**src/rtl/adc_coh_pkg.sv**
```systemverilog
package adc_coh_pkg;
  typedef enum logic [1:0] {
    SEL_CTRL = 2'd0,
    SEL_RHI  = 2'd1,
    SEL_RLO  = 2'd2,
    SEL_STAT = 2'd3
  } reg_sel_e;

  localparam int CTRL_EN_BIT = 7;
  localparam int CTRL_IE_BIT = 6;
endpackage

```
**src/rtl/adc_coh_regif.sv**
```systemverilog
module adc_coh_regif
  import adc_coh_pkg::*;
#(
  parameter int CH_W = 3
) (
  input  logic            clk,
  input  logic            rst,
  input  logic [1:0]      bus_addr,
  input  logic            bus_wr,
  input  logic            bus_rd,
  input  logic [7:0]      bus_wdata,
  output logic [7:0]      ctrl_q,
  output logic            en_q,
  output logic            ien_q,
  output logic            ien_nx,
  output logic [CH_W-1:0] chan_q,
  output logic            rd_hi,
  output logic            rd_lo,
  output logic            ev_start,
  output logic            ev_stop
);
  logic wr_ctrl;
  logic new_en;

  assign wr_ctrl = bus_wr && (bus_addr == SEL_CTRL);
  assign new_en  = bus_wdata[CTRL_EN_BIT];
  assign rd_hi   = bus_rd && (bus_addr == SEL_RHI);
  assign rd_lo   = bus_rd && (bus_addr == SEL_RLO);

  assign en_q   = ctrl_q[CTRL_EN_BIT];
  assign ien_q  = ctrl_q[CTRL_IE_BIT];
  assign chan_q = ctrl_q[CH_W-1:0];
  assign ien_nx = wr_ctrl ? bus_wdata[CTRL_IE_BIT] : ien_q;

  // start: enable rising, or channel change while staying enabled
  assign ev_start = wr_ctrl && new_en &&
                    (!en_q || (bus_wdata[CH_W-1:0] != chan_q));
  assign ev_stop  = wr_ctrl && !new_en && en_q;

  always_ff @(posedge clk) begin
    if (rst) begin
      ctrl_q <= '0;
    end else if (wr_ctrl) begin
      ctrl_q <= bus_wdata;
    end
  end
endmodule

```
**src/rtl/adc_coh_seq.sv**
```systemverilog
module adc_coh_seq (
  input  logic clk,
  input  logic rst,
  input  logic ev_start,
  input  logic ev_stop,
  input  logic conv_done,
  output logic done_ok,
  output logic start_q,
  output logic busy_q
);
  // a done strobe counts only for a live conversion not being stopped
  assign done_ok = conv_done && busy_q && !ev_stop;

  always_ff @(posedge clk) begin
    if (rst) begin
      start_q <= 1'b0;
      busy_q  <= 1'b0;
    end else if (ev_stop) begin
      start_q <= 1'b0;
      busy_q  <= 1'b0;
    end else if (ev_start || done_ok) begin
      start_q <= 1'b1;
      busy_q  <= 1'b1;
    end else begin
      start_q <= 1'b0;
    end
  end
endmodule

```
**src/rtl/adc_coh_result.sv**
```systemverilog
module adc_coh_result #(
  parameter int RES_W = 10
) (
  input  logic             clk,
  input  logic             rst,
  input  logic             en_q,
  input  logic             ien_nx,
  input  logic             ev_stop,
  input  logic             rd_hi,
  input  logic             rd_lo,
  input  logic             done_ok,
  input  logic [RES_W-1:0] code,
  output logic [RES_W-1:0] res_q,
  output logic             eoc_q,
  output logic             lock_q,
  output logic             irq_q
);
  logic take;
  logic eoc_n;
  logic lock_n;

  // a result landing on the low-byte read edge would split the pair: drop it
  assign take = done_ok && !lock_q && !rd_lo;

  always_comb begin
    eoc_n = eoc_q;
    if (rd_hi) eoc_n = 1'b0;
    if (take)  eoc_n = 1'b1;

    lock_n = lock_q;
    if (rd_lo && en_q)    lock_n = 1'b1;
    if (rd_hi || ev_stop) lock_n = 1'b0;
  end

  always_ff @(posedge clk) begin
    if (rst) begin
      res_q  <= '0;
      eoc_q  <= 1'b0;
      lock_q <= 1'b0;
      irq_q  <= 1'b0;
    end else begin
      if (take) res_q <= code;
      eoc_q  <= eoc_n;
      lock_q <= lock_n;
      irq_q  <= eoc_n && ien_nx;
    end
  end
endmodule

```
**src/rtl/adc_coherent_regs.sv**
```systemverilog
module adc_coherent_regs
  import adc_coh_pkg::*;
#(
  parameter int CH_W  = 3,
  parameter int RES_W = 10
) (
  input  logic             clk,
  input  logic             rst,
  input  logic [1:0]       bus_addr,
  input  logic             bus_wr,
  input  logic             bus_rd,
  input  logic [7:0]       bus_wdata,
  output logic [7:0]       bus_rdata,
  output logic             irq,
  output logic             conv_power,
  output logic             conv_start,
  output logic [CH_W-1:0]  conv_chan,
  input  logic             conv_done,
  input  logic [RES_W-1:0] conv_code
);
  localparam int LO_W = RES_W - 8;

  logic [7:0]       ctrl_q;
  logic             en_q, ien_q, ien_nx;
  logic [CH_W-1:0]  chan_q;
  logic             rd_hi, rd_lo, ev_start, ev_stop;
  logic             done_ok, busy_q;
  logic [RES_W-1:0] res_q;
  logic             eoc_q, lock_q;
  logic [7:0]       lo_byte;
  logic [7:0]       rd_mux;

  adc_coh_regif #(.CH_W(CH_W)) u_regif (
    .clk(clk), .rst(rst), .bus_addr(bus_addr), .bus_wr(bus_wr),
    .bus_rd(bus_rd), .bus_wdata(bus_wdata), .ctrl_q(ctrl_q),
    .en_q(en_q), .ien_q(ien_q), .ien_nx(ien_nx), .chan_q(chan_q),
    .rd_hi(rd_hi), .rd_lo(rd_lo), .ev_start(ev_start), .ev_stop(ev_stop)
  );

  adc_coh_seq u_seq (
    .clk(clk), .rst(rst), .ev_start(ev_start), .ev_stop(ev_stop),
    .conv_done(conv_done), .done_ok(done_ok), .start_q(conv_start),
    .busy_q(busy_q)
  );

  adc_coh_result #(.RES_W(RES_W)) u_res (
    .clk(clk), .rst(rst), .en_q(en_q), .ien_nx(ien_nx), .ev_stop(ev_stop),
    .rd_hi(rd_hi), .rd_lo(rd_lo), .done_ok(done_ok), .code(conv_code),
    .res_q(res_q), .eoc_q(eoc_q), .lock_q(lock_q), .irq_q(irq)
  );

  generate
    if (LO_W >= 8) begin : g_lo_full
      assign lo_byte = res_q[7:0];
    end else begin : g_lo_pad
      assign lo_byte = {{(8-LO_W){1'b0}}, res_q[LO_W-1:0]};
    end
  endgenerate

  always_comb begin
    unique case (reg_sel_e'(bus_addr))
      SEL_CTRL: rd_mux = ctrl_q;
      SEL_RHI:  rd_mux = res_q[RES_W-1 -: 8];
      SEL_RLO:  rd_mux = lo_byte;
      default:  rd_mux = {7'b0, eoc_q};
    endcase
  end

  always_ff @(posedge clk) begin
    if (rst) begin
      bus_rdata <= '0;
    end else if (bus_rd) begin
      bus_rdata <= rd_mux;
    end
  end

  assign conv_power = en_q;
  assign conv_chan  = chan_q;
endmodule

```
**config.mk**
```make
export PLATFORM = sky130hd
export DESIGN_NAME = adc_coherent_regs
export DESIGN_NICKNAME = d
export VERILOG_FILES = /design/src/rtl/adc_coh_pkg.sv /design/src/rtl/adc_coh_regif.sv /design/src/rtl/adc_coh_seq.sv /design/src/rtl/adc_coh_result.sv /design/src/rtl/adc_coherent_regs.sv
export SDC_FILE = /design/constraint.sdc
export NUM_CORES = 1
export LEC_CHECK = 0
export ABC_AREA = 1
export BUFFER_PORTS_ARGS = -buffer_cell sky130_fd_sc_hd__buf_2
export CAP_MARGIN = 10
export CORE_AREA = 2 2 59 61
export DETAILED_ROUTE_END_ITERATION = 10
export DIE_AREA = 0 0 61 63
export GPL_TIMING_DRIVEN = 0
export PLACE_DENSITY = 0.74
export SLEW_MARGIN = 20
export SYNTH_ARGS = -nofsm -noshare
export SYNTH_HDL_FRONTEND = slang
export SYNTH_SLANG_ARGS = --single-unit
export TNS_END_PERCENT = 10
```
**constraint.sdc**
```tcl
create_clock -name clk -period 1 [get_ports clk]
set_clock_uncertainty 0.05 [all_clocks]
set_input_delay 0.1 -clock clk [delete_from_list [all_inputs] [get_ports clk]]
set_output_delay 0.1 -clock clk [all_outputs]
set_load 0.1 [all_outputs]
```
==> results of run 1 <==
==> per-layer routing <==
layer / part of all wire / GRT usage / vias up
met5: 0 / 0 / -
met4: 0.023 / 0.0897 / 0
met3: 0.055 / 0.0518 / 10
met2: 0.48 / 0.324 / 43
met1: 0.44 / 0.254 / 616
li1: - / - / 740
==> cells by family (layout without fill, tap and decap cells) <==
group / after synthesis / count (layout) / synth area share
compound gates: 26 / 26 / 0.103
buf+inv: 40 / 99 / 0.131
flops: 31 / 31 / 0.441
simple gates: 107 / 107 / 0.325
==> worst min-delay path, delay by kind of cell <==
kind / cells / cell delay, ns
simple gates: 3 / 0.12
buf+inv: 2 / 0.14
==> registers in the layout, indices dropped and copies added, names as in the netlist <==
name and flops:
u_seq.start_q 1, u_res.lock_q 1, u_res.eoc_q 1, u_res.res_q 10, bus_rdata 8, u_res.irq_q 1, u_regif.ctrl_q 8, u_seq.busy_q 1
==> timing repair <==
item	CTS	global route
resized for setup	73	9
setup endpoints to repair	29	31
endpoints found under the hold margin	9	0
cloned	1	0
pin swaps	3	4
hold buffers	9	0
setup buffers	4	0
==> final cells by class <==
cell class	count	area (sq um)
inverter	30	113
clock inverter	1	5.00
fill	293	1090
timing repair buffer	51	531
tap	46	57.6
clock buffer	7	76.3
multi-input combinational	133	636
buffer	10	82.6
sequential	31	642
==> cells in the final DEF (no fill, tap or decap) <==
cell type       n
nand2_1        47
nor2_1         33
inv_1          29
buf_2          26
dfxtp_1        16
dfxtp_2        14
buf_12         14
o21ai_0        10
nand2_2        10
dlygate4sd3_1   9
nand3_1         7
a21oi_1         7
buf_6           7
a31oi_1         5
clkbuf_4        5
buf_4           4
nor2_4          3
nor2_2          2
nand3_2         2
clkbuf_1        1
a41oi_1         1
nand3b_1        1
nand2_4         1
inv_2           1
o21a_1          1
o21ai_1         1
nor3b_1         1
o211ai_1        1
clkinv_2        1
clkbuf_16       1
clkbuf_8        1
dfxtp_4         1
==> per-stage QoR <==
step / cells / total power, mW / hold WS (ns)
2_1_floorplan: 204 / 1.59 / 0.213
3_3_place_gp: 287 / 1.69 / 0.312
3_5_place_dp: 287 / 1.70 / 0.318
4_1_cts: 309 / 2.73 / 0.00138
5_1_grt: 309 / 2.85 / 0.0269
6_report: 309 / 2.74 / -0.00242
==> power groups by stage <==
stage | clock network, mW | logic [mW] | registers [mW]
after floorplan | 0 | 0.203 | 1.39
after global placement | 0 | 0.373 | 1.32
after detailed placement | 0 | 0.374 | 1.32
after CTS | 0.949 | 0.477 | 1.30
after global routing | 1.02 | 0.529 | 1.31
final | 0.945 | 0.488 | 1.30
==> how the worst max path moves through the flow <==
stage	startpoint	end	slack, ns	cells after the start
after floorplan	u_regif.ctrl_q[7]$_SDFFE_PP0N_	u_res.irq_q$_SDFF_PP0_	-0.23	5
after detailed placement	bus_rd	u_res.res_q[6]$_SDFFE_PP0P_	-0.23	9
after global routing	u_seq.busy_q$_SDFFE_PP0P_	u_res.res_q[7]$_SDFFE_PP0P_	-0.19	8
after global placement	bus_addr[0]	u_res.irq_q$_SDFF_PP0_	-0.21	7
after CTS	u_seq.busy_q$_SDFFE_PP0P_	u_res.res_q[6]$_SDFFE_PP0P_	-0.15	8
final	u_regif.ctrl_q[7]$_SDFFE_PP0N_	u_res.res_q[6]$_SDFFE_PP0P_	-0.13	7
==> results.json, run 1 <==
{
  "min_period_ns": 1.13,
  "synth.avg_cell_area_sq_um": 6.90,
  "placed_area_sq_um": 1660,
  "cts_buffer_depth": 2,
  "synthTopCellsByCount": "57 x nand2_1, 34 x nor2_1, 31 x dfxtp_1",
  "die_w_um": 61,
  "fin_util": 0.663,
  "core-area_sq_um": 3230,
  "cts_tree": "built",
  "vias": 1409,
  "drc": 0,
  "whs_ns": -0.00242,
  "hold_path_end": "u_res.res_q[5]$_SDFFE_PP0P_",
  "htreeDepth": 2,
  "max_stage_delay_ns": 0.39,
  "finalWorstSetupSlack_ns": -0.133,
  "synth_area_leaders": "dfxtp_1 44%, nand2_1 15%, nor2_1 9.1%, inv_1 8.0%, o21ai_0 3.9%",
  "synth_most_common_cell": "nand2_1",
  "r2r_start": "u_regif.ctrl_q[7]$_SDFFE_PP0N_",
  "stdcell_area_sq_um": 2140,
  "numCtsBuffers": 5,
  "cp.required_ns": 1.19,
  "drive_gt1_frac": 0.354,
  "pwr-share-seq": 0.476,
  "antenna_found_initial": 0,
  "p_sw_mw": 0.771,
  "pwr-share-clk": 0.346,
  "vias_per_cell": 4.56,
  "wl_per_cell_um": 11.0,
  "maxCapViolCount": 0,
  "grt_overflow": 0,
  "portBuffers": 37,
  "hold_start": "conv_code[5]",
  "status": "complete, but fails checks",
  "worstSkewPairLatency_ns": 0.34,
  "cts_sinks": 31,
  "r2r_cells": 7,
  "holdPathStages": 5,
  "critPathKind": "reg2reg",
  "ant_nets": 0,
  "antennaDiodeCount": 0,
  "rr_endpoint": "u_res.res_q[6]$_SDFFE_PP0P_",
  "setup_viol": 28,
  "crit_path_cell_trace": "nand2_4 -> nor2_4 -> nor2_4 -> buf_6 -> nand2_2 -> nand2_1 -> nor2_1",
  "clk_pin_slew_ns": 0.10,
  "track_usage": 0.204,
  "swShare": 0.282,
  "fin_crit_sh": 1.13,
  "grt_max_degree": 11,
  "rsz0062_at_grt": "true",
  "synthArstFlopShare": 0,
  "end_kind": "flop",
  "fp.dieH_um": 63,
  "maxSlewHeadroom": 0.739,
  "synth.distinct_cells": 21,
  "slew_viol_final": 0,
  "synth_edf_count": 0,
  "p_int_mw": 1.96,
  "cts-root-buf": "clkbuf_4",
  "ys.flop_type": "dfxtp_1",
  "hold_path_class": "in2reg",
  "p_per_area_nw_per_um2": 1280,
  "yosys_warnings": 0,
  "synth_area_leader_cell": "dfxtp_1",
  "ff2ff_setup_slack_ns": -0.13,
  "worstPathMaxFanout": 5,
  "rows": 21,
  "io_pins": 39,
  "nNetsFinal": 287,
  "crit_family": "simple AND/OR/NAND/NOR gates",
  "die-area_sq_um": 3840,
  "post-dp-hpwl_mm": 2.14,
  "synth.top_cell.area_share": 0.441,
  "crit_slowest_cell": "dfxtp_4",
  "worstMarginPinSlew_ns": 0.391,
  "grt_pass1_vias": 1326,
  "tns_ns": -2.21,
  "syn_area_sq_um": 1410,
  "cp-start-kind": "flop",
  "critPathArrivalTime_ns": 1.33,
  "grt_pass1_wl_mm": 5.78,
  "synth_seq_cells": 31,
  "first_pass_iters": 4,
  "crit_path_frequent_cell": "nor2_4",
  "crit_buf_inv": 1,
  "drt_iter0_drc": 40,
  "hold_viol_final": 1,
  "syn_to_final_growth_pct": 52.2,
  "leakagePower_nw": 0.985,
  "combPwrFrac": 0.178,
  "synth_nets": 229,
  "violations": "negative hold slack, negative setup slack",
  "wl_mm": 3.41,
  "fmax_mhz": 883,
  "post-place-ws_ns": -0.228,
  "globalplace.congestion": 0.833,
  "start_util": 0.436,
  "synthCells": 204,
  "ys_seq_area_frac": 0.441,
  "peakVddDrop_uv": 846
}
Note: power is estimated with default switching activity, not from simulation.
==> run 2, diff against run 1 <==
==> constraint.sdc (replaced) <==
create_clock -name clk -period 1 [get_ports clk]
set_clock_uncertainty 0.05 [all_clocks]
set_input_delay 0.2 -clock clk [delete_from_list [all_inputs] [get_ports clk]]
set_output_delay 0.2 -clock clk [all_outputs]
set_load 0.1 [all_outputs]
==> results.json, run 2 (synthesis gave the netlist of run 1 again) <==
{
  "rsz0062_at_grt": "true",
  "ant_nets": 0,
  "cts_sinks": 31,
  "maxSlewHeadroom": 0.730,
  "cp.required_ns": 0.75,
  "cts_tree": "built",
  "final_cell_mix": "53 x nand2_1, 32 x nor2_1, 29 x inv_1",
  "layout_commonest_cell": "nand2_1",
  "wl_per_cell_um": 10.6,
  "hold_path_class": "in2reg",
  "final-seq-area_sq_um": 642,
  "post-place-ws_ns": -0.338,
  "numCtsBuffers": 5,
  "critPathArrivalTime_ns": 0.94,
  "portBuffers": 37,
  "ff2ff_setup_slack_ns": -0.14,
  "min_period_ns": 1.19,
  "top_register": "u_res.res_q",
  "fill_cells": 316,
  "nNetsFinal": 278,
  "top_layer_used": "met4",
  "core-area_sq_um": 3230,
  "worstMarginPinSlew_ns": 0.405,
  "p_per_area_nw_per_um2": 1220,
  "cts-root-buf": "clkbuf_4",
  "drc": 0,
  "rows": 21,
  "leakagePower_nw": 0.926,
  "cts_buffer_depth": 2,
  "grt_max_degree": 11,
  "vias": 1380,
  "wl_met1_mm": 1.48,
  "finalWorstSetupSlack_ns": -0.186,
  "fp.dieH_um": 63,
  "vias_per_cell": 4.60,
  "track_usage": 0.190,
  "critPathKind": "reg2out",
  "io_pins": 39,
  "hold_viol_final": 0,
  "wl_met2_mm": 1.47,
  "worstPathMaxFanout": 2,
  "end_kind": "output port",
  "tns_ns": -3.46,
  "first_pass_iters": 4,
  "wl_mm": 3.18,
  "grt_overflow": 0,
  "maxCapViolCount": 0,
  "die_w_um": 61,
  "status": "complete, but fails checks",
  "die-area_sq_um": 3840,
  "peakVddDrop_uv": 774,
  "htreeDepth": 2,
  "reg_top3": "u_res.res_q x10, bus_rdata x8, u_regif.ctrl_q x8",
  "fmax_mhz": 843,
  "violations": "negative setup slack",
  "start_util": 0.436,
  "antennaDiodeCount": 0,
  "antenna_found_initial": 0,
  "setup_viol": 28,
  "r2r_cells": 7,
  "globalplace.congestion": 0.835,
  "drive_gt1_frac": 0.339,
  "total_power_mw": 2.45,
  "clk_pin_slew_ns": 0.10,
  "worstSkewPairLatency_ns": 0.33,
  "grt_pass1_vias": 1262,
  "post-dp-hpwl_mm": 2.16,
  "syn_to_final_growth_pct": 42.4,
  "fin_crit_sh": 1.19,
  "grt_pass1_wl_mm": 5.40,
  "largest_register_ffs": 10,
  "holdPathStages": 3,
  "drt_iter0_drc": 25,
  "multi_input_area_sq_um": 623,
  "route.met3.wl_um": 167,
  "cp-start-kind": "flop",
  "slew_viol_final": 0
}
[run 2: changes by cell type in the layout (fill, tap and decap cells not counted), moves of 2 or more]
| cell | delta |
|---|---|
| clkbuf_1 | +2 |
| nand2_2 | -6 |
| dlygate4sd3_1 | -9 |
| nand2_1 | +6 |
[run 2: through the flow]
stage          utilization  hold WS, ns  instances  instance area [sq um]
5_1_grt              0.620       0.0759        300                   2000
6_report             0.620       0.0668        300                   2000
4_1_cts              0.617       0.0623        300                   1990
3_5_place_dp         0.515        0.393        287                   1660
3_3_place_gp         0.515        0.389        287                   1660
2_1_floorplan            -        0.313        204                   1420
[run 2: what timing repair did]
action                                  4_1_cts  5_1_grt
resized for setup                            72        4
cloned                                        1        0
endpoints found under the setup margin       29       34
buffers inserted                              4        0
hold buffers                                  0        0
pin swaps                                     2        1
[run 2: final timing paths]
path | end | from
min | u_regif.ctrl_q[4]$_SDFFE_PP0N_ | bus_wdata[4]
max reg2reg | u_res.res_q[9]$_SDFFE_PP0P_ | u_regif.ctrl_q[7]$_SDFFE_PP0N_
max | conv_chan[0] | u_regif.ctrl_q[0]$_SDFFE_PP0N_
min reg2reg | u_seq.busy_q$_SDFFE_PP0P_ | u_seq.busy_q$_SDFFE_PP0P_
[run 2: where the power goes]
part | switching [mW] | total (mW) | internal (mW)
Clock | 0.424 | 0.697 | 0.274
Sequential | 0.0268 | 1.30 | 1.27
Combinational | 0.278 | 0.456 | 0.179
[run 2: critical path, stage by stage (launching register included)]
cell	delay [ns]
dfxtp_2	0.34
buf_6	0.09
buf_12	0.16
[run 2: layout make-up]
| class | instances | share of cell area |
|---|---|---|
| multi-input cells | 133 | 0.311 |
| clock buffers | 7 | 0.0225 |
| plain buffers | 10 | 0.0412 |
| repair buffers | 42 | 0.218 |
| well taps | 46 | 0.0287 |
| inverters | 30 | 0.0562 |
| flip-flops and latches | 31 | 0.320 |
| clock inverters | 1 | 0.00250 |
[run 2: routing by layer]
layer  up-vias  global-route usage
li1        722                   -
met2        37               0.290
met5         -                   0
met3         5              0.0683
met1       616               0.236
met4         0              0.0815
